$ cat src/rtl/i2c_cfg_pkg.sv
package i2c_cfg_pkg;
    localparam int BYTE_W = 8;
    localparam int CNT_W  = 4;

    typedef enum logic [2:0] {
        ST_IDLE,
        ST_RX,
        ST_ACK,
        ST_TX,
        ST_RACK,
        ST_WAIT
    } state_e;

    typedef enum logic [1:0] {
        PH_ADDR,
        PH_PTR,
        PH_DATA
    } phase_e;

    typedef struct packed {
        state_e             st;
        phase_e             ph;
        logic               rw;
        logic [CNT_W-1:0]   cnt;
        logic [BYTE_W-1:0]  sh;
        logic [BYTE_W-1:0]  ptr;
        logic               drive;
    } fsm_t;
endpackage

$ cat src/rtl/i2c_line_sync.sv
module i2c_line_sync #(
    parameter int STAGES = 2
) (
    input  logic clk,
    input  logic rst_n,
    input  logic scl_i,
    input  logic sda_i,
    output logic scl_s,
    output logic sda_s,
    output logic scl_rise,
    output logic scl_fall,
    output logic start_det,
    output logic stop_det
);
    typedef struct packed {
        logic [STAGES-1:0] scl_pipe;
        logic [STAGES-1:0] sda_pipe;
        logic              scl_p;
        logic              sda_p;
    } sync_t;

    sync_t s_d, s_q;

    always_comb begin
        s_d          = s_q;
        s_d.scl_pipe = {s_q.scl_pipe[STAGES-2:0], scl_i};
        s_d.sda_pipe = {s_q.sda_pipe[STAGES-2:0], sda_i};
        s_d.scl_p    = s_q.scl_pipe[STAGES-1];
        s_d.sda_p    = s_q.sda_pipe[STAGES-1];
    end

    always_ff @(posedge clk or negedge rst_n) begin
        if (!rst_n) s_q <= '1;
        else        s_q <= s_d;
    end

    assign scl_s     = s_q.scl_pipe[STAGES-1];
    assign sda_s     = s_q.sda_pipe[STAGES-1];
    assign scl_rise  = scl_s & ~s_q.scl_p;
    assign scl_fall  = ~scl_s & s_q.scl_p;
    assign start_det = scl_s & s_q.scl_p & s_q.sda_p & ~sda_s;
    assign stop_det  = scl_s & s_q.scl_p & ~s_q.sda_p & sda_s;
endmodule

$ cat src/rtl/i2c_cfg_regbank.sv
module i2c_cfg_regbank
    import i2c_cfg_pkg::*;
#(
    parameter int NUM_REGS = 4
) (
    input  logic                       clk,
    input  logic                       rst_n,
    input  logic                       we,
    input  logic [BYTE_W-1:0]          ptr,
    input  logic [BYTE_W-1:0]          wdata,
    output logic [BYTE_W-1:0]          rdata,
    output logic [NUM_REGS*BYTE_W-1:0] cfg_o
);
    localparam int              IDX_W = (NUM_REGS > 1) ? $clog2(NUM_REGS) : 1;
    localparam logic [BYTE_W:0] LIMIT = (BYTE_W+1)'(NUM_REGS);

    logic [BYTE_W-1:0] regs_d [NUM_REGS];
    logic [BYTE_W-1:0] regs_q [NUM_REGS];
    logic              in_range;
    logic [IDX_W-1:0]  idx;

    assign in_range = {1'b0, ptr} < LIMIT;
    assign idx      = ptr[IDX_W-1:0];

    always_comb begin
        regs_d = regs_q;
        if (we && in_range) regs_d[idx] = wdata;
    end

    always_ff @(posedge clk or negedge rst_n) begin
        if (!rst_n) begin
            for (int i = 0; i < NUM_REGS; i++) regs_q[i] <= '0;
        end else begin
            regs_q <= regs_d;
        end
    end

    assign rdata = in_range ? regs_q[idx] : '0;

    for (genvar g = 0; g < NUM_REGS; g++) begin : g_out
        assign cfg_o[g*BYTE_W +: BYTE_W] = regs_q[g];
    end

    a_r8_oob_write_ignored: assert property (@(posedge clk) disable iff (!rst_n)
        (we && !in_range) |=> $stable(cfg_o));
    a_r5_no_write_no_change: assert property (@(posedge clk) disable iff (!rst_n)
        !we |=> $stable(cfg_o));
endmodule

$ cat src/rtl/i2c_cfg_fsm.sv
module i2c_cfg_fsm
    import i2c_cfg_pkg::*;
#(
    parameter logic [6:0] TARGET_ADDR = 7'b1001000
) (
    input  logic              clk,
    input  logic              rst_n,
    input  logic              en_n,
    input  logic              sda_s,
    input  logic              scl_rise,
    input  logic              scl_fall,
    input  logic              start_det,
    input  logic              stop_det,
    input  logic [BYTE_W-1:0] rdata,
    output logic              we,
    output logic [BYTE_W-1:0] ptr,
    output logic [BYTE_W-1:0] wdata,
    output logic              sda_oe
);
    localparam logic [CNT_W-1:0] FULL = CNT_W'(BYTE_W);
    localparam logic [CNT_W-1:0] LAST = CNT_W'(BYTE_W - 1);

    fsm_t q, d;

    always_comb begin
        d  = q;
        we = 1'b0;
        if (en_n) begin
            d.st    = ST_IDLE;
            d.drive = 1'b0;
            d.cnt   = '0;
        end else if (start_det) begin
            d.st    = ST_RX;
            d.ph    = PH_ADDR;
            d.cnt   = '0;
            d.drive = 1'b0;
        end else if (stop_det) begin
            d.st    = ST_IDLE;
            d.drive = 1'b0;
        end else begin
            case (q.st)
                ST_RX: begin
                    if (scl_rise && q.cnt < FULL) begin
                        d.sh  = {q.sh[BYTE_W-2:0], sda_s};
                        d.cnt = q.cnt + 1'b1;
                    end else if (scl_fall && q.cnt == FULL) begin
                        d.st    = ST_ACK;
                        d.drive = 1'b1;
                        case (q.ph)
                            PH_ADDR: begin
                                if (q.sh[BYTE_W-1:1] == TARGET_ADDR) begin
                                    d.rw = q.sh[0];
                                end else begin
                                    d.st    = ST_WAIT;
                                    d.drive = 1'b0;
                                end
                            end
                            PH_PTR:  d.ptr = q.sh;
                            default: we = 1'b1;
                        endcase
                    end
                end
                ST_ACK: begin
                    if (scl_fall) begin
                        d.drive = 1'b0;
                        d.cnt   = '0;
                        if (q.ph == PH_ADDR && q.rw) begin
                            d.st    = ST_TX;
                            d.sh    = rdata;
                            d.drive = ~rdata[BYTE_W-1];
                        end else if (q.ph == PH_ADDR) begin
                            d.st = ST_RX;
                            d.ph = PH_PTR;
                        end else if (q.ph == PH_PTR) begin
                            d.st = ST_RX;
                            d.ph = PH_DATA;
                        end else begin
                            d.st = ST_WAIT;
                        end
                    end
                end
                ST_TX: begin
                    if (scl_fall) begin
                        if (q.cnt == LAST) begin
                            d.st    = ST_RACK;
                            d.drive = 1'b0;
                        end else begin
                            d.sh    = {q.sh[BYTE_W-2:0], 1'b0};
                            d.cnt   = q.cnt + 1'b1;
                            d.drive = ~q.sh[BYTE_W-2];
                        end
                    end
                end
                ST_RACK: begin
                    if (scl_rise && sda_s) begin
                        d.st = ST_WAIT;
                    end else if (scl_fall) begin
                        d.st    = ST_TX;
                        d.sh    = rdata;
                        d.cnt   = '0;
                        d.drive = ~rdata[BYTE_W-1];
                    end
                end
                default: ;
            endcase
        end
    end

    always_ff @(posedge clk or negedge rst_n) begin
        if (!rst_n) begin
            q       <= '0;
            q.st    <= ST_IDLE;
            q.ph    <= PH_ADDR;
        end else begin
            q <= d;
        end
    end

    assign ptr    = q.ptr;
    assign wdata  = q.sh;
    assign sda_oe = q.drive;

    a_r3_start_restarts: assert property (@(posedge clk) disable iff (!rst_n)
        (!en_n && start_det) |=> (q.st == ST_RX && q.ph == PH_ADDR && q.cnt == '0 && !sda_oe));
    a_r9_stop_to_idle: assert property (@(posedge clk) disable iff (!rst_n)
        (!en_n && stop_det && !start_det) |=> (q.st == ST_IDLE && !sda_oe));
    a_r7_nack_releases: assert property (@(posedge clk) disable iff (!rst_n)
        (!en_n && !start_det && !stop_det && q.st == ST_RACK && scl_rise && sda_s)
        |=> (q.st == ST_WAIT && !sda_oe));
endmodule

$ cat src/rtl/i2c_cfg_target.sv
module i2c_cfg_target
    import i2c_cfg_pkg::*;
#(
    parameter int         NUM_REGS    = 4,
    parameter logic [6:0] TARGET_ADDR = 7'b1001000,
    parameter int         SYNC_STAGES = 2
) (
    input  logic                       clk,
    input  logic                       rst_n,
    input  logic                       en_n,
    input  logic                       scl_i,
    input  logic                       sda_i,
    output logic                       sda_oe,
    output logic [NUM_REGS*BYTE_W-1:0] cfg_o
);
    logic              scl_s, sda_s, scl_rise, scl_fall, start_det, stop_det;
    logic              we;
    logic [BYTE_W-1:0] ptr, wdata, rdata;

    i2c_line_sync #(.STAGES(SYNC_STAGES)) u_sync (
        .clk(clk), .rst_n(rst_n), .scl_i(scl_i), .sda_i(sda_i),
        .scl_s(scl_s), .sda_s(sda_s), .scl_rise(scl_rise), .scl_fall(scl_fall),
        .start_det(start_det), .stop_det(stop_det)
    );

    i2c_cfg_fsm #(.TARGET_ADDR(TARGET_ADDR)) u_fsm (
        .clk(clk), .rst_n(rst_n), .en_n(en_n), .sda_s(sda_s),
        .scl_rise(scl_rise), .scl_fall(scl_fall),
        .start_det(start_det), .stop_det(stop_det), .rdata(rdata),
        .we(we), .ptr(ptr), .wdata(wdata), .sda_oe(sda_oe)
    );

    i2c_cfg_regbank #(.NUM_REGS(NUM_REGS)) u_regs (
        .clk(clk), .rst_n(rst_n), .we(we), .ptr(ptr), .wdata(wdata),
        .rdata(rdata), .cfg_o(cfg_o)
    );

    a_r2_disabled_released: assert property (@(posedge clk) disable iff (!rst_n)
        en_n |=> !sda_oe);
    a_r10_sda_moves_scl_low: assert property (@(posedge clk) disable iff (!rst_n)
        (!$past(en_n) && sda_oe != $past(sda_oe)) |-> !$past(scl_s));
endmodule

$ cat config.mk
export PLATFORM = sky130hd
export DESIGN_NAME = i2c_cfg_target
export DESIGN_NICKNAME = d
export VERILOG_FILES = /design/src/rtl/i2c_cfg_pkg.sv /design/src/rtl/i2c_line_sync.sv /design/src/rtl/i2c_cfg_regbank.sv /design/src/rtl/i2c_cfg_fsm.sv /design/src/rtl/i2c_cfg_target.sv
export SDC_FILE = /design/constraint.sdc
export NUM_CORES = 1
export LEC_CHECK = 0
export BUFFER_PORTS_ARGS = -buffer_cell sky130_fd_sc_hd__buf_4
export CAP_MARGIN = 10
export CORE_UTILIZATION = 50
export CTS_CLUSTER_DIAMETER = 200
export DETAILED_ROUTE_END_ITERATION = 8
export GPL_TIMING_DRIVEN = 0
export PLACE_DENSITY = 0.81
export SETUP_SLACK_MARGIN = 0.5
export SYNTH_ARGS = -nofsm -noshare
export SYNTH_HDL_FRONTEND = slang
export SYNTH_SLANG_ARGS = --single-unit
$ cat constraint.sdc
create_clock -name clk -period 4.7 [get_ports clk]
set_clock_uncertainty 0.15 [all_clocks]
set_input_delay 0 -clock clk [delete_from_list [all_inputs] [get_ports clk]]
set_output_delay 0 -clock clk [all_outputs]
set_load 0.005 [all_outputs]
After elaboration in Yosys (flattened, before gate mapping)
Index checks and enable logic that the tools add are counted.
{ "classes": {"n_addsub": 1, "magnitude_cmp": 4, "n_eq_ne": 32, "n_mux": 66, "n_bitwise": 18, "n_reduce_logical": 21} }
{ "ops": {"columns": ["operator", "n"], "rows": [
  ["$mux W12", 6],
  ["$mux W8", 7],
  ["$pmux W12 S4", 1],
  ["$mux W3", 12],
  ["$bwmux W32", 1],
  ["$ne A5 B4 Y1 const B", 5],
  ["$mux W1", 23],
  ["$mux W23", 1],
  ["$reduce_and A7 Y1", 3],
  ["$mux W5", 4],
  ["$mux W9", 2],
  ["$bmux W8 S2", 1],
  ["$demux W8 S2", 1],
  ["$ne A4 B3 Y1 const B", 4],
  ["$reduce_and A8 Y1", 2],
  ["$pmux W3 S4", 1],
  ["$reduce_and A11 Y1", 1],
  ["$ne A2 B1 Y1 const B", 5],
  ["$ne A5 B5 Y1 const B", 2],
  ["$not A1 Y1", 10],
  ["$lt A8 B3 Y1 const B", 1],
  ["$mux W4", 2],
  ["$ne A2 B2 Y1 const B", 4],
  ["$ne A4 B4 Y1 const B", 2],
  ["other kinds (25)", 41]
]} }
{ "word_totals": {"reg_bits": 65, "inputBits": 5, "out_inout_bits": 33, "wordCells": 157} }

Longest topological paths before layout
Gate-level depths: netlist of run 1.
{ "depth": {"word_depth": 12, "depth_mapped": 8, "mapped_depth_nobuf": 7} }

Cells and area by module
From an unflattened synthesis of run 1, not the netlist that was laid out.
{ "hier_totals": {"cells_unflattened": 270, "area_unflattened_um2": 3547.2} }
{ "by_module_without_submodules": {"columns": ["module", "instances", "cells_per_inst", "area_each_um2", "seq_area_each_um2"], "rows": [
  ["i2c_cfg_fsm", 1, 169, 1825.5, 675.6],
  ["i2c_cfg_regbank", 1, 91, 1531.5, 800.8],
  ["i2c_line_sync", 1, 10, 190.2, 157.7]
]} }

Worst setup path after synthesis of run 1
Ideal clock, no wire load.
{ "synth_path": {"path_kind": "register to register", "start": "reg u_fsm.q[17] in the netlist's numbering", "end": "reg u_regs.regs_q (netlist bit u_regs.cfg_o[10])", "setup_ns": 0.125, "t_arrival_ns": 2.103, "required_time_ns": 4.425, "slack_ns": 2.322, "path_stages_with_launch": 9, "n_path_buf": 1, "period_less_slack_ns": 2.378, "path_cell_list": "dfrtp_1 -> inv_1 -> ha_1 -> nor2b_1 -> nand4_1 -> or2_1 -> buf_6 -> nor4_4 -> mux2_2"} }
{ "synth_between": {"elab_chain_len": 9, "word_cells_on_any_way": 11, "cone_classes": "order compare: 1; eq/ne: 1; mux: 6; reduce/logical: 3"} }
{ "synth_rtl": {"columns": ["element", "line_no", "text"], "rows": [
  ["start, declared", "i2c_cfg_fsm.sv:23", "fsm_t q, d;"],
  ["parallel branches: the longest is 3 deep, another holds $lt A4 B4 Y1", null, null],
  ["$mux W1 *", "i2c_cfg_fsm.sv:43", "if (scl_rise && q.cnt < FULL) begin"],
  ["$mux W1 *", "i2c_cfg_fsm.sv:41", "case (q.st)"],
  ["$mux W1 *", "i2c_cfg_fsm.sv:37", "end else if (stop_det) begin"],
  ["$mux W1 *", "i2c_cfg_fsm.sv:32", "end else if (start_det) begin"],
  ["$mux W1 *", "i2c_cfg_fsm.sv:28", "if (en_n) begin"],
  ["$logic_and A1 B1 Y1 *", "i2c_cfg_regbank.sv:27", "if (we && in_range) regs_d[idx] = wdata;"],
  ["end signal, assigned", "i2c_cfg_regbank.sv:34", "regs_q <= regs_d;"],
  ["end, declared", "i2c_cfg_regbank.sv:18", "logic [BYTE_W-1:0] regs_q [NUM_REGS];"]
]} }
Every way passes the cells marked *.
A chain may end at the register's enable or synchronous reset.

Final worst setup path of run 1
Same ends and word-level chain as after synthesis.

==> results.sh, run 1 <==
export IMPL_outcome="finished, final reports clean"
export IMPL_synth_yosys_warnings=0
export IMPL_drive_gt1_share_pct=40.5
export IMPL_die_x_um=83.4
export IMPL_irDropWorstVdd_uv=227
export IMPL_synth_ff_type="dfrtp_1"
export IMPL_routabilityCongestion=0.886
export IMPL_route_detailed_drc=0
export IMPL_worstPathArrival_ns=2.96
export IMPL_fin_ws_ns=1.82
export IMPL_dr_pass1_iters=4
export IMPL_finalHoldViolCount=0
export IMPL_ant_nets=0
export IMPL_syn_area_mm2=0.00332
export IMPL_finalHoldWorstSlack_ns=0.149
export IMPL_die_h_um=83.4
export IMPL_vias=2366
export IMPL_hold_class="input port to asynchronous set/reset pin"
export IMPL_worst_pin_slew_ns=0.812
export IMPL_synth_cell_types=54
export IMPL_grt_max_degree=66
export IMPL_postCtsSetupBuffers=0
export IMPL_synth_area_leaders="dfrtp_1 (45%), mux2_2 (17%), mux4_2 (5.4%)"
export IMPL_p_per_area_mw_per_mm2=416
export IMPL_synth_seq_area_share_pct=49.3
export IMPL_layout_min_cycle_time_ns=2.88
export IMPL_maxCapViolations=0
export IMPL_slew_viol_final=0
export IMPL_grt_usage_pct=22.3
export IMPL_crit_type="flip-flop to flip-flop"
export IMPL_antenna_cells=0
export IMPL_cts_root_buf="clkbuf_8"
export IMPL_synth_top_cell_area_share_pct=44.5
export IMPL_end_kind="flip-flop"
export IMPL_fin_nets=318
export IMPL_final_util_pct=61.2
export IMPL_post_route_period_util_pct=61.3
export IMPL_area_growth_pct=18.0
export IMPL_post_synth_and_or_nand_nor_area_fraction_pct=15.0
export IMPL_ys_async_sr_fraction_pct=100
export IMPL_clock_tree_buffer_depth=2
export IMPL_cts_buffers=9
export IMPL_hpwl_um=4780
export IMPL_path_buf_inv=2
export IMPL_synth_edf_count=0
export IMPL_grt_pass1_vias=2354
export IMPL_slew_headroom_pct=45.8
export IMPL_cp_max_fo=8
export IMPL_cp_cell_sequence="inv_1 -> ha_1 -> nor2b_1 -> nand4_1 -> or2_1 -> buf_6 -> nor4_4 -> mux2_2"
export IMPL_max_freq_mhz=347
export IMPL_start_util_pct=51.9
export IMPL_vias_per_cell=6.02
export IMPL_grt_ovfl_total=0
export IMPL_r2r_end="u_regs.cfg_o[10]"
export IMPL_critPathSlowestCell="nor4_4"
export IMPL_nFillCells=526
export IMPL_cpLargestDelayFamily="simple AND/OR/NAND/NOR gates"
export IMPL_cts_sinks=65
export IMPL_coreArea_mm2=0.00639
export IMPL_timing_setup_tns_ns=0
export IMPL_synth_area_leader_cell="dfrtp_1"
export IMPL_syn_nets=266
export IMPL_drt_initial_drc_count=88
export IMPL_leakagePower_nw=1.81
export IMPL_required_ns=4.78
export IMPL_port_buffers=37
export IMPL_insertion_delay_ns=0.34
export IMPL_rows=29
export IMPL_antenna_found_initial=0
export IMPL_wl_per_cell_um=18.0
export IMPL_dp_worst_setup_slack_ns=1.82
export IMPL_path_clk_slew_ns=0.07
export IMPL_cp_depth=8
export IMPL_avgSynthCellArea_um2=12.8
export IMPL_ff2ff_path_depth=8
export IMPL_critPathMaxStageDelay_ns=0.69
export IMPL_synthAdderAreaFrac_pct=0.755
export IMPL_p_total_mw=1.63
export IMPL_reg2reg_from="u_fsm.q[17]"
export IMPL_htreeDepth=3
export IMPL_finalSetupViolCount=0
export IMPL_ff2ff_setup_slack_ns=1.82
export IMPL_grt_first_pass_wirelength_um=12000
export IMPL_synth_seq_cells=65
export IMPL_synthMuxAreaShare_pct=23.4
export IMPL_synth_top_family_by_area="multiplexers"
export IMPL_cts_tree="done"
export IMPL_rsz0062_at_grt="false"
export IMPL_synthXorXnorAreaFrac_pct=0.264
export IMPL_netlist_instances=259
export IMPL_start_kind="flip-flop"
export IMPL_dieArea_mm2=0.00696
export IMPL_wirelength_um=7090
export IMPL_synth_compound_area_share_pct=9.47
export IMPL_io_pins=38
-- layout make-up --
| class | instances | area, um2 | area share, % |
|---|---|---|---|
| tap | 77 | 96.3 | 2.46 |
| multi-input combinational | 180 | 1620 | 41.4 |
| buffer | 9 | 43.8 | 1.12 |
| timing repair buffer | 41 | 318 | 8.13 |
| clock inverter | 3 | 42.5 | 1.09 |
| sequential | 65 | 1630 | 41.8 |
| clock buffer | 13 | 139 | 3.55 |
| inverter | 5 | 18.8 | 0.480 |
-- Yosys cell counts, types with 3 or more instances --
library cell   n
dfrtp_1       59
mux2_2        49
nand2_1       13
nor2_1        10
mux4_2         8
nand3_1        8
a22o_1         7
nand2b_1       7
a21oi_1        6
clkbuf_1       6
dfstp_2        6
nor2b_1        6
o21ai_0        6
inv_1          5
nor3b_1        4
nor4_4         4
nor3_1         3
-- cell families (layout without fill, tap and decap cells) --
group           Yosys count  count (layout)
compound gates           42              42
xor+xnor                  1               1
fa+ha+maj                 2               2
buf+inv                  14              71
flops                    65              65
mux                      61              61
simple gates             74              74
-- worst max-delay path by stage --
stage                startpoint                to  slack (ns)
floorplan           u_fsm.q[17]  u_regs.cfg_o[10]        2.32
global placement    u_fsm.q[17]   u_regs.cfg_o[8]        1.89
detailed placement  u_fsm.q[17]   u_regs.cfg_o[9]        1.82
CTS                 u_fsm.q[17]  u_regs.cfg_o[10]        1.79
global route        u_fsm.q[17]  u_regs.cfg_o[10]        1.66
finish              u_fsm.q[17]  u_regs.cfg_o[10]        1.82
-- flip-flops by register name, summed over array words and instances, names as in the netlist --
| name | count |
|---|---|
| u_sync.sda_s | 1 |
| u_fsm.sda_oe | 1 |
| u_sync.scl_s | 1 |
| u_regs.cfg_o | 32 |
| u_fsm.ptr | 8 |
| u_fsm.wdata | 8 |
| u_fsm.q | 10 |
| u_sync.s_d | 2 |
| u_sync.s_q | 2 |
-- through the flow --
stage	instances	area, um2
2_1_floorplan	259	3320
3_3_place_gp	373	3690
3_5_place_dp	373	3690
4_1_cts	393	3910
5_1_grt	393	3910
6_report	393	3910
-- layout by cell type (no fill, tap or decap), types with 7 or more instances in the layout --
cell / n
buf_4: 37
mux2_2: 49
clkbuf_8: 9
clkbuf_1: 10
nand2b_1: 7
nand3_1: 8
nand2_1: 13
a22o_1: 7
nor2_1: 10
mux4_2: 8
dfrtp_1: 59
-- metal layers --
layer  part of all wire (%)  track usage (%)  wire, um
met2                     51             37.9      3650
met3                    3.8             4.17       269
met4                    1.5             8.01       107
met1                     43             28.8      3070
met5                      0                0         0
-- report_power, final --
| group | switching (mW) | leakage, nW | internal (mW) |
|---|---|---|---|
| Clock | 0.205 | 0.0876 | 0.245 |
| Sequential | 0.0888 | 0.875 | 0.620 |
| Combinational | 0.264 | 0.845 | 0.203 |
| Total | 0.558 | 1.81 | 1.07 |
-- timing repair --
item / 4_1_cts / 5_1_grt
setup endpoints to repair: 0 / 0
gates resized for setup: 0 / 0
hold buffers: 4 / 0
hold endpoints to repair: 66 / 0
Power figures use the tool's default switching activity.
==> inputs of run 2 (changes only) <==
--- a/config.mk
+++ b/config.mk
@@ -11,7 +11,7 @@
 export CTS_CLUSTER_DIAMETER = 200
 export DETAILED_ROUTE_END_ITERATION = 8
 export GPL_TIMING_DRIVEN = 0
-export PLACE_DENSITY = 0.81
+export PLACE_DENSITY = 0.84
 export SETUP_SLACK_MARGIN = 0.5
 export SYNTH_ARGS = -nofsm -noshare
 export SYNTH_HDL_FRONTEND = slang
==> constraint.sdc (replaced) <==
create_clock -name clk -period 2.3 [get_ports clk]
set_clock_uncertainty 0.15 [all_clocks]
set_input_delay 0 -clock clk [delete_from_list [all_inputs] [get_ports clk]]
set_output_delay 0 -clock clk [all_outputs]
set_load 0.005 [all_outputs]
==> run 2 against run 1 <==
Net effect: the run now ends with setup timing left; cell count rose by 13%; core utilization rose by 17 points; critical path type unchanged; global-route usage rose by 5.5 points; worst hold slack got worse by 0.14 ns; flip-flop and latch count did not move; worst setup slack got worse by 1.9 ns; wire length rose by 37%; combinational power rose to 4.0 times the previous value.
==> results.sh, run 2 (synthesis results as in run 1) <==
export IMPL_crit_type="flip-flop to flip-flop"
export IMPL_layout_min_cycle_time_ns=2.36
export IMPL_drt_initial_drc_count=166
export IMPL_finalSetupViolCount=26
export IMPL_post_route_period_util_pct=103
export IMPL_die_h_um=83.4
export IMPL_cts_sinks=65
export IMPL_outcome="complete, but fails checks"
export IMPL_fin_ws_ns=-0.0578
export IMPL_wl_per_cell_um=21.8
export IMPL_required_ns=2.39
export IMPL_io_pins=38
export IMPL_maxCapViolations=0
export IMPL_critPathMaxStageDelay_ns=0.54
export IMPL_vias=2733
export IMPL_hold_depth=3
export IMPL_worstPathArrival_ns=2.45
export IMPL_grt_max_degree=66
export IMPL_htreeDepth=3
export IMPL_largest_register_ffs=32
export IMPL_route_detailed_drc=0
export IMPL_layout_common_cells="buf_4 (57), dfrtp_1 (56), mux2_4 (47)"
export IMPL_hold_class="input port to flip-flop"
export IMPL_grt_pass1_vias=2832
export IMPL_final_cells=446
export IMPL_cts_tree="done"
export IMPL_drive_gt1_share_pct=62.6
export IMPL_dieArea_mm2=0.00696
export IMPL_layout_commonest_cell="buf_4"
export IMPL_ff2ff_path_depth=5
export IMPL_routabilityCongestion=0.903
export IMPL_r2r_end="u_regs.cfg_o[7]"
export IMPL_slew_headroom_pct=45.5
export IMPL_clock_tree_buffer_depth=2
export IMPL_p_total_mw=4.44
export IMPL_critPathSlowestCell="nor4_1"
export IMPL_cts_buffers=9
export IMPL_antenna_found_initial=0
export IMPL_grt_first_pass_wirelength_um=14800
export IMPL_max_freq_mhz=424
export IMPL_reg2reg_from="u_fsm.ptr[4]"
export IMPL_grt_usage_pct=27.8
export IMPL_path_clk_slew_ns=0.08
export IMPL_place_inst=373
export IMPL_wirelength_um=9730
export IMPL_violations="setup timing"
export IMPL_start_util_pct=51.9
export IMPL_rsz0062_at_grt="true"
export IMPL_hpwl_um=5040
export IMPL_ant_nets=0
export IMPL_whs_endpoint="u_fsm.q[24]"
export IMPL_start_kind="flip-flop"
export IMPL_insertion_delay_ns=0.36
export IMPL_area_growth_pct=50.6
export IMPL_dr_pass1_iters=5
export IMPL_antenna_cells=0
export IMPL_finalHoldViolCount=0
export IMPL_worst_pin_slew_ns=0.818
export IMPL_grt_ovfl_total=0
export IMPL_dp_worst_setup_slack_ns=-0.411
export IMPL_cp_max_fo=5
export IMPL_end_kind="flip-flop"
export IMPL_coreArea_mm2=0.00639
export IMPL_irDropWorstVdd_uv=640
export IMPL_ff2ff_setup_slack_ns=-0.06
export IMPL_port_buffers=37
export IMPL_fin_nets=371
export IMPL_leakagePower_nw=2.25
export IMPL_min_from="en_n"
export IMPL_cp_cell_sequence="nor4_1 -> nand2_2 -> nor4_4 -> buf_6 -> mux2_4"
export IMPL_vias_per_cell=6.13
export IMPL_rows=29
export IMPL_slew_viol_final=0
export IMPL_cts_root_buf="clkbuf_8"
export IMPL_die_x_um=83.4
export IMPL_p_per_area_mw_per_mm2=889
==> run 2: cell types whose count changed in the layout (fill, tap and decap cells not counted), sizes merged <==
cell / delta
inv: +4
dlygate4sd3: +2
buf: +54
clkbuf: -7
==> run 2: power breakdown <==
| part | internal (mW) | switching, mW |
|---|---|---|
| logic | 1.02 | 0.868 |
| registers | 1.27 | 0.236 |
| clock network | 0.521 | 0.521 |
| total | 2.81 | 1.63 |
==> run 2: timing repair <==
item / 4_1_cts / 5_1_grt
pin swaps: 16 / 16
hold buffers: 6 / 0
cloned: 0 / 1
setup buffers: 45 / 5
endpoints found under the setup margin: 59 / 59
hold endpoints to repair: 66 / 0
gates resized for setup: 87 / 54
==> run 2: routing by layer <==
metal	part of all wire, %	GRT usage [%]	routed length [um]
met5	0	0	0
met4	3.5	11.9	336
met3	5.1	4.87	495
met2	52	46.2	5050
met1	40	36.0	3840
==> run 2: area by class of cell <==
class                           count  area [um2]
Buffer                              9        87.6
Clock buffer                        9         124
Clock inverter                      7        83.8
Fill cell                         341        1390
Inverter                            5        18.8
Multi-Input combinational cell    180        2090
Sequential cell                    65        1640
Tap cell                           77        96.3
Timing Repair Buffer               94         857
==> run 2: how the worst max path moves through the flow <==
| stage | startpoint | to |
|---|---|---|
| floorplan | u_sync.sda_s | u_regs.cfg_o[10] |
| global placement | u_fsm.q[24] | u_regs.cfg_o[30] |
| detailed placement | u_fsm.ptr[0] | u_regs.cfg_o[15] |
| CTS | u_fsm.q[18] | u_regs.cfg_o[17] |
| global route | u_fsm.q[18] | u_regs.cfg_o[7] |
| finish | u_fsm.ptr[4] | u_regs.cfg_o[7] |
==> run 2: stage by stage <==
step                      TNS (ns)  hold WS, ns  util, %  area, um2
final                       -0.649       0.0110     78.2       4990
after detailed placement    -14.57      -0.0404     58.9       3760
after floorplan                  0       -0.446        -       3390
after global placement      -14.23      -0.0391     58.9       3760
after CTS                    -1.11     0.000202     74.0       4730
after global routing         -3.71       0.0206     78.2       4990
==> run 2: critical path, delay by kind of cell, from the launching register on <==
| kind | cells | cell delay (ns) |
|---|---|---|
| AND/OR/NAND/NOR | 3 | 1.18 |
| buffers and inverters | 1 | 0.20 |
| flip-flops | 1 | 0.41 |
| multiplexers | 1 | 0.30 |
==> inputs of run 3 (changes only) <==
--- a/config.mk
+++ b/config.mk
@@ -7,11 +7,11 @@
 export LEC_CHECK = 0
 export BUFFER_PORTS_ARGS = -buffer_cell sky130_fd_sc_hd__buf_4
 export CAP_MARGIN = 10
-export CORE_UTILIZATION = 50
+export CORE_UTILIZATION = 52
 export CTS_CLUSTER_DIAMETER = 200
 export DETAILED_ROUTE_END_ITERATION = 8
 export GPL_TIMING_DRIVEN = 0
-export PLACE_DENSITY = 0.84
+export PLACE_DENSITY = 0.86
 export SETUP_SLACK_MARGIN = 0.5
 export SYNTH_ARGS = -nofsm -noshare
 export SYNTH_HDL_FRONTEND = slang
==> run 3 against run 2 <==
Net effect: the run still ends with setup timing left; via count shrank 2.6%; clock power decreased by 19%; sequential share of layout area increased by 2.0 points; worst setup slack improved by 0.031 ns; worst hold slack improved by 0.0022 ns; register-to-register slack improved by 0.03 ns; flip-flop and latch count stayed put; wire length is 2.7% lower.
==> results.sh, run 3 (synthesis results as in run 1) <==
export IMPL_outcome="complete, but fails checks"
export IMPL_violations="setup timing"
export IMPL_end_kind="flip-flop"
export IMPL_cp_cell_sequence="xor2_1 -> a31o_2 -> or2_1 -> buf_6 -> nor4_4 -> buf_12 -> mux2_4"
export IMPL_worstPathArrival_ns=2.40
export IMPL_p_per_area_mw_per_mm2=836
export IMPL_p_comb_share_pct=41.0
export IMPL_critPathMaxStageDelay_ns=0.56
export IMPL_area_growth_pct=41.9
export IMPL_routabilityCongestion=0.923
export IMPL_route_detailed_drc=0
export IMPL_start_kind="flip-flop"
export IMPL_cts_sinks=65
export IMPL_critPathSlowestCell="dfstp_2"
export IMPL_grt_usage_pct=29.8
export IMPL_cts_buffers=9
export IMPL_layout_common_cells="buf_4 (60), dfrtp_1 (57), mux2_4 (42)"
export IMPL_met1_length_um=3960
export IMPL_hold_class="input port to flip-flop"
export IMPL_grt_ovfl_total=0
export IMPL_hpwl_um=4980
export IMPL_cts_tree="done"
export IMPL_finalSetupViolCount=15
export IMPL_intPower_mw=2.44
export IMPL_power_switching_mw=1.49
export IMPL_drive_gt1_share_pct=58.5
export IMPL_io_pins=38
export IMPL_worst_pin_slew_ns=0.830
export IMPL_largest_register_ffs=32
export IMPL_die_x_um=81.9
export IMPL_vias_per_cell=6.20
export IMPL_fin_nets=356
export IMPL_slew_viol_final=0
export IMPL_finalHoldViolCount=0
export IMPL_highest_layer="met4"
export IMPL_layout_min_cycle_time_ns=2.33
export IMPL_maxCapViolations=0
export IMPL_final_cells=429
export IMPL_dieArea_mm2=0.00670
export IMPL_post_route_period_util_pct=101
export IMPL_required_ns=2.38
export IMPL_grt_first_pass_wirelength_um=14400
export IMPL_fin_ws_ns=-0.0268
export IMPL_wl_per_cell_um=22.1
export IMPL_grt_max_degree=66
export IMPL_leakagePower_nw=2.12
export IMPL_start_util_pct=55.0
export IMPL_cp_max_fo=8
export IMPL_swShare_pct=37.9
export IMPL_htreeDepth=3
export IMPL_grt_pass1_vias=2722
export IMPL_layout_commonest_cell="buf_4"
export IMPL_rsz0062_at_grt="true"
export IMPL_port_buffers=37
export IMPL_slew_headroom_pct=44.7
export IMPL_clock_tree_buffer_depth=2
export IMPL_path_clk_slew_ns=0.07
export IMPL_final_util_pct=78.1
export IMPL_coreArea_mm2=0.00603
export IMPL_crit_type="flip-flop to flip-flop"
export IMPL_dr_pass1_iters=4
export IMPL_antenna_cells=0
export IMPL_seqPwrFrac_pct=37.6
export IMPL_routed_wl_met3_um=568
export IMPL_vias=2661
export IMPL_drt_initial_drc_count=201
export IMPL_cts_root_buf="clkbuf_8"
export IMPL_wl_met2_um=4690
export IMPL_clockPowerShare_pct=21.4
export IMPL_irDropWorstVdd_uv=669
export IMPL_die_h_um=81.9
export IMPL_wirelength_um=9460
export IMPL_max_freq_mhz=430
export IMPL_place_inst=371
export IMPL_rows=28
export IMPL_antenna_found_initial=0
export IMPL_ant_nets=0
export IMPL_insertion_delay_ns=0.35
==> run 3: changes by cell type in the layout (fill, tap and decap cells not counted), sizes merged <==
cell and change:
clkdlybuf4s18 +1, buf -17, inv -4, bufinv -1
dlygate4sd3 -1, clkinv +4, clkbuf +3
==> run 3: power by group through the flow <==
stage	clock, mW	sequential, mW	combinational, mW
6_report	0.841	1.48	1.61
5_1_grt	0.887	1.49	1.72
4_1_cts	0.828	1.46	1.39
3_5_place_dp	0	1.47	1.02
3_3_place_gp	0	1.46	0.986
2_1_floorplan	0	1.41	0.819
==> run 3: worst paths after layout <==
check                                    from               end  slack, ns  cells past startpoint
worst max-delay path            u_sync.s_q[0]  u_regs.cfg_o[19]      -0.03                      7
worst min-delay path                     en_n       u_fsm.q[24]       0.01                      3
worst max register to register  u_sync.s_q[0]  u_regs.cfg_o[19]      -0.03                      7
worst min register to register  u_sync.s_d[5]      u_sync.scl_s       0.21                      0
max in group asynchronous               rst_n       u_fsm.q[24]       1.33                      2
min in group asynchronous               rst_n       u_fsm.q[26]       0.12                      2
==> run 3: final cells by class <==
type	instances	area, um2
Buffer	9	77.6
Clock buffer	10	128
Clock inverter	6	36.3
Fill cell	310	1320
Inverter	5	18.8
Multi-Input combinational cell	180	2030
Sequential cell	65	1640
Tap cell	75	93.8
Timing Repair Buffer	79	683
==> run 3: per-stage QoR <==
| step | power (mW) | setup WS (ns) | area, um2 | hold slack [ns] | TNS (ns) |
|---|---|---|---|---|---|
| CTS | 3.68 | -0.0651 | 4580 | 0.00867 | -1.42 |
| global route | 4.10 | -0.111 | 4710 | 0.0141 | -2.61 |
| floorplan | 2.22 | 0.0516 | 3390 | -0.446 | 0 |
| finish | 3.93 | -0.0268 | 4710 | 0.0131 | -0.216 |
| global placement | 2.45 | -0.386 | 3760 | -0.0416 | -13.52 |
| detailed placement | 2.49 | -0.440 | 3760 | -0.0405 | -16.11 |
==> run 3: repair_timing <==
item / CTS / global route
hold buffers: 5 / 0
gates resized for setup: 85 / 18
setup buffers: 31 / 6
setup endpoints to repair: 59 / 59
pin swaps: 18 / 11
hold endpoints to repair: 66 / 0
==> run 3: critical path: cells and delay by family, from the launching register on <==
kind                      cells  cell delay (ns)
xor gates and xnor gates      1             0.09
AOI/OAI and AO/OA             1             0.26
muxes                         1             0.31
buffers and inverters         2             0.35
and+or+nand+nor               2             0.48
DFF                           1             0.56
==> run 3: routing by layer <==
metal / up-vias / global-route usage, %
li1: 1160 / -
met1: 1363 / 38.5
met2: 109 / 48.3
met3: 29 / 7.56
met4: 0 / 11.4
met5: - / 0
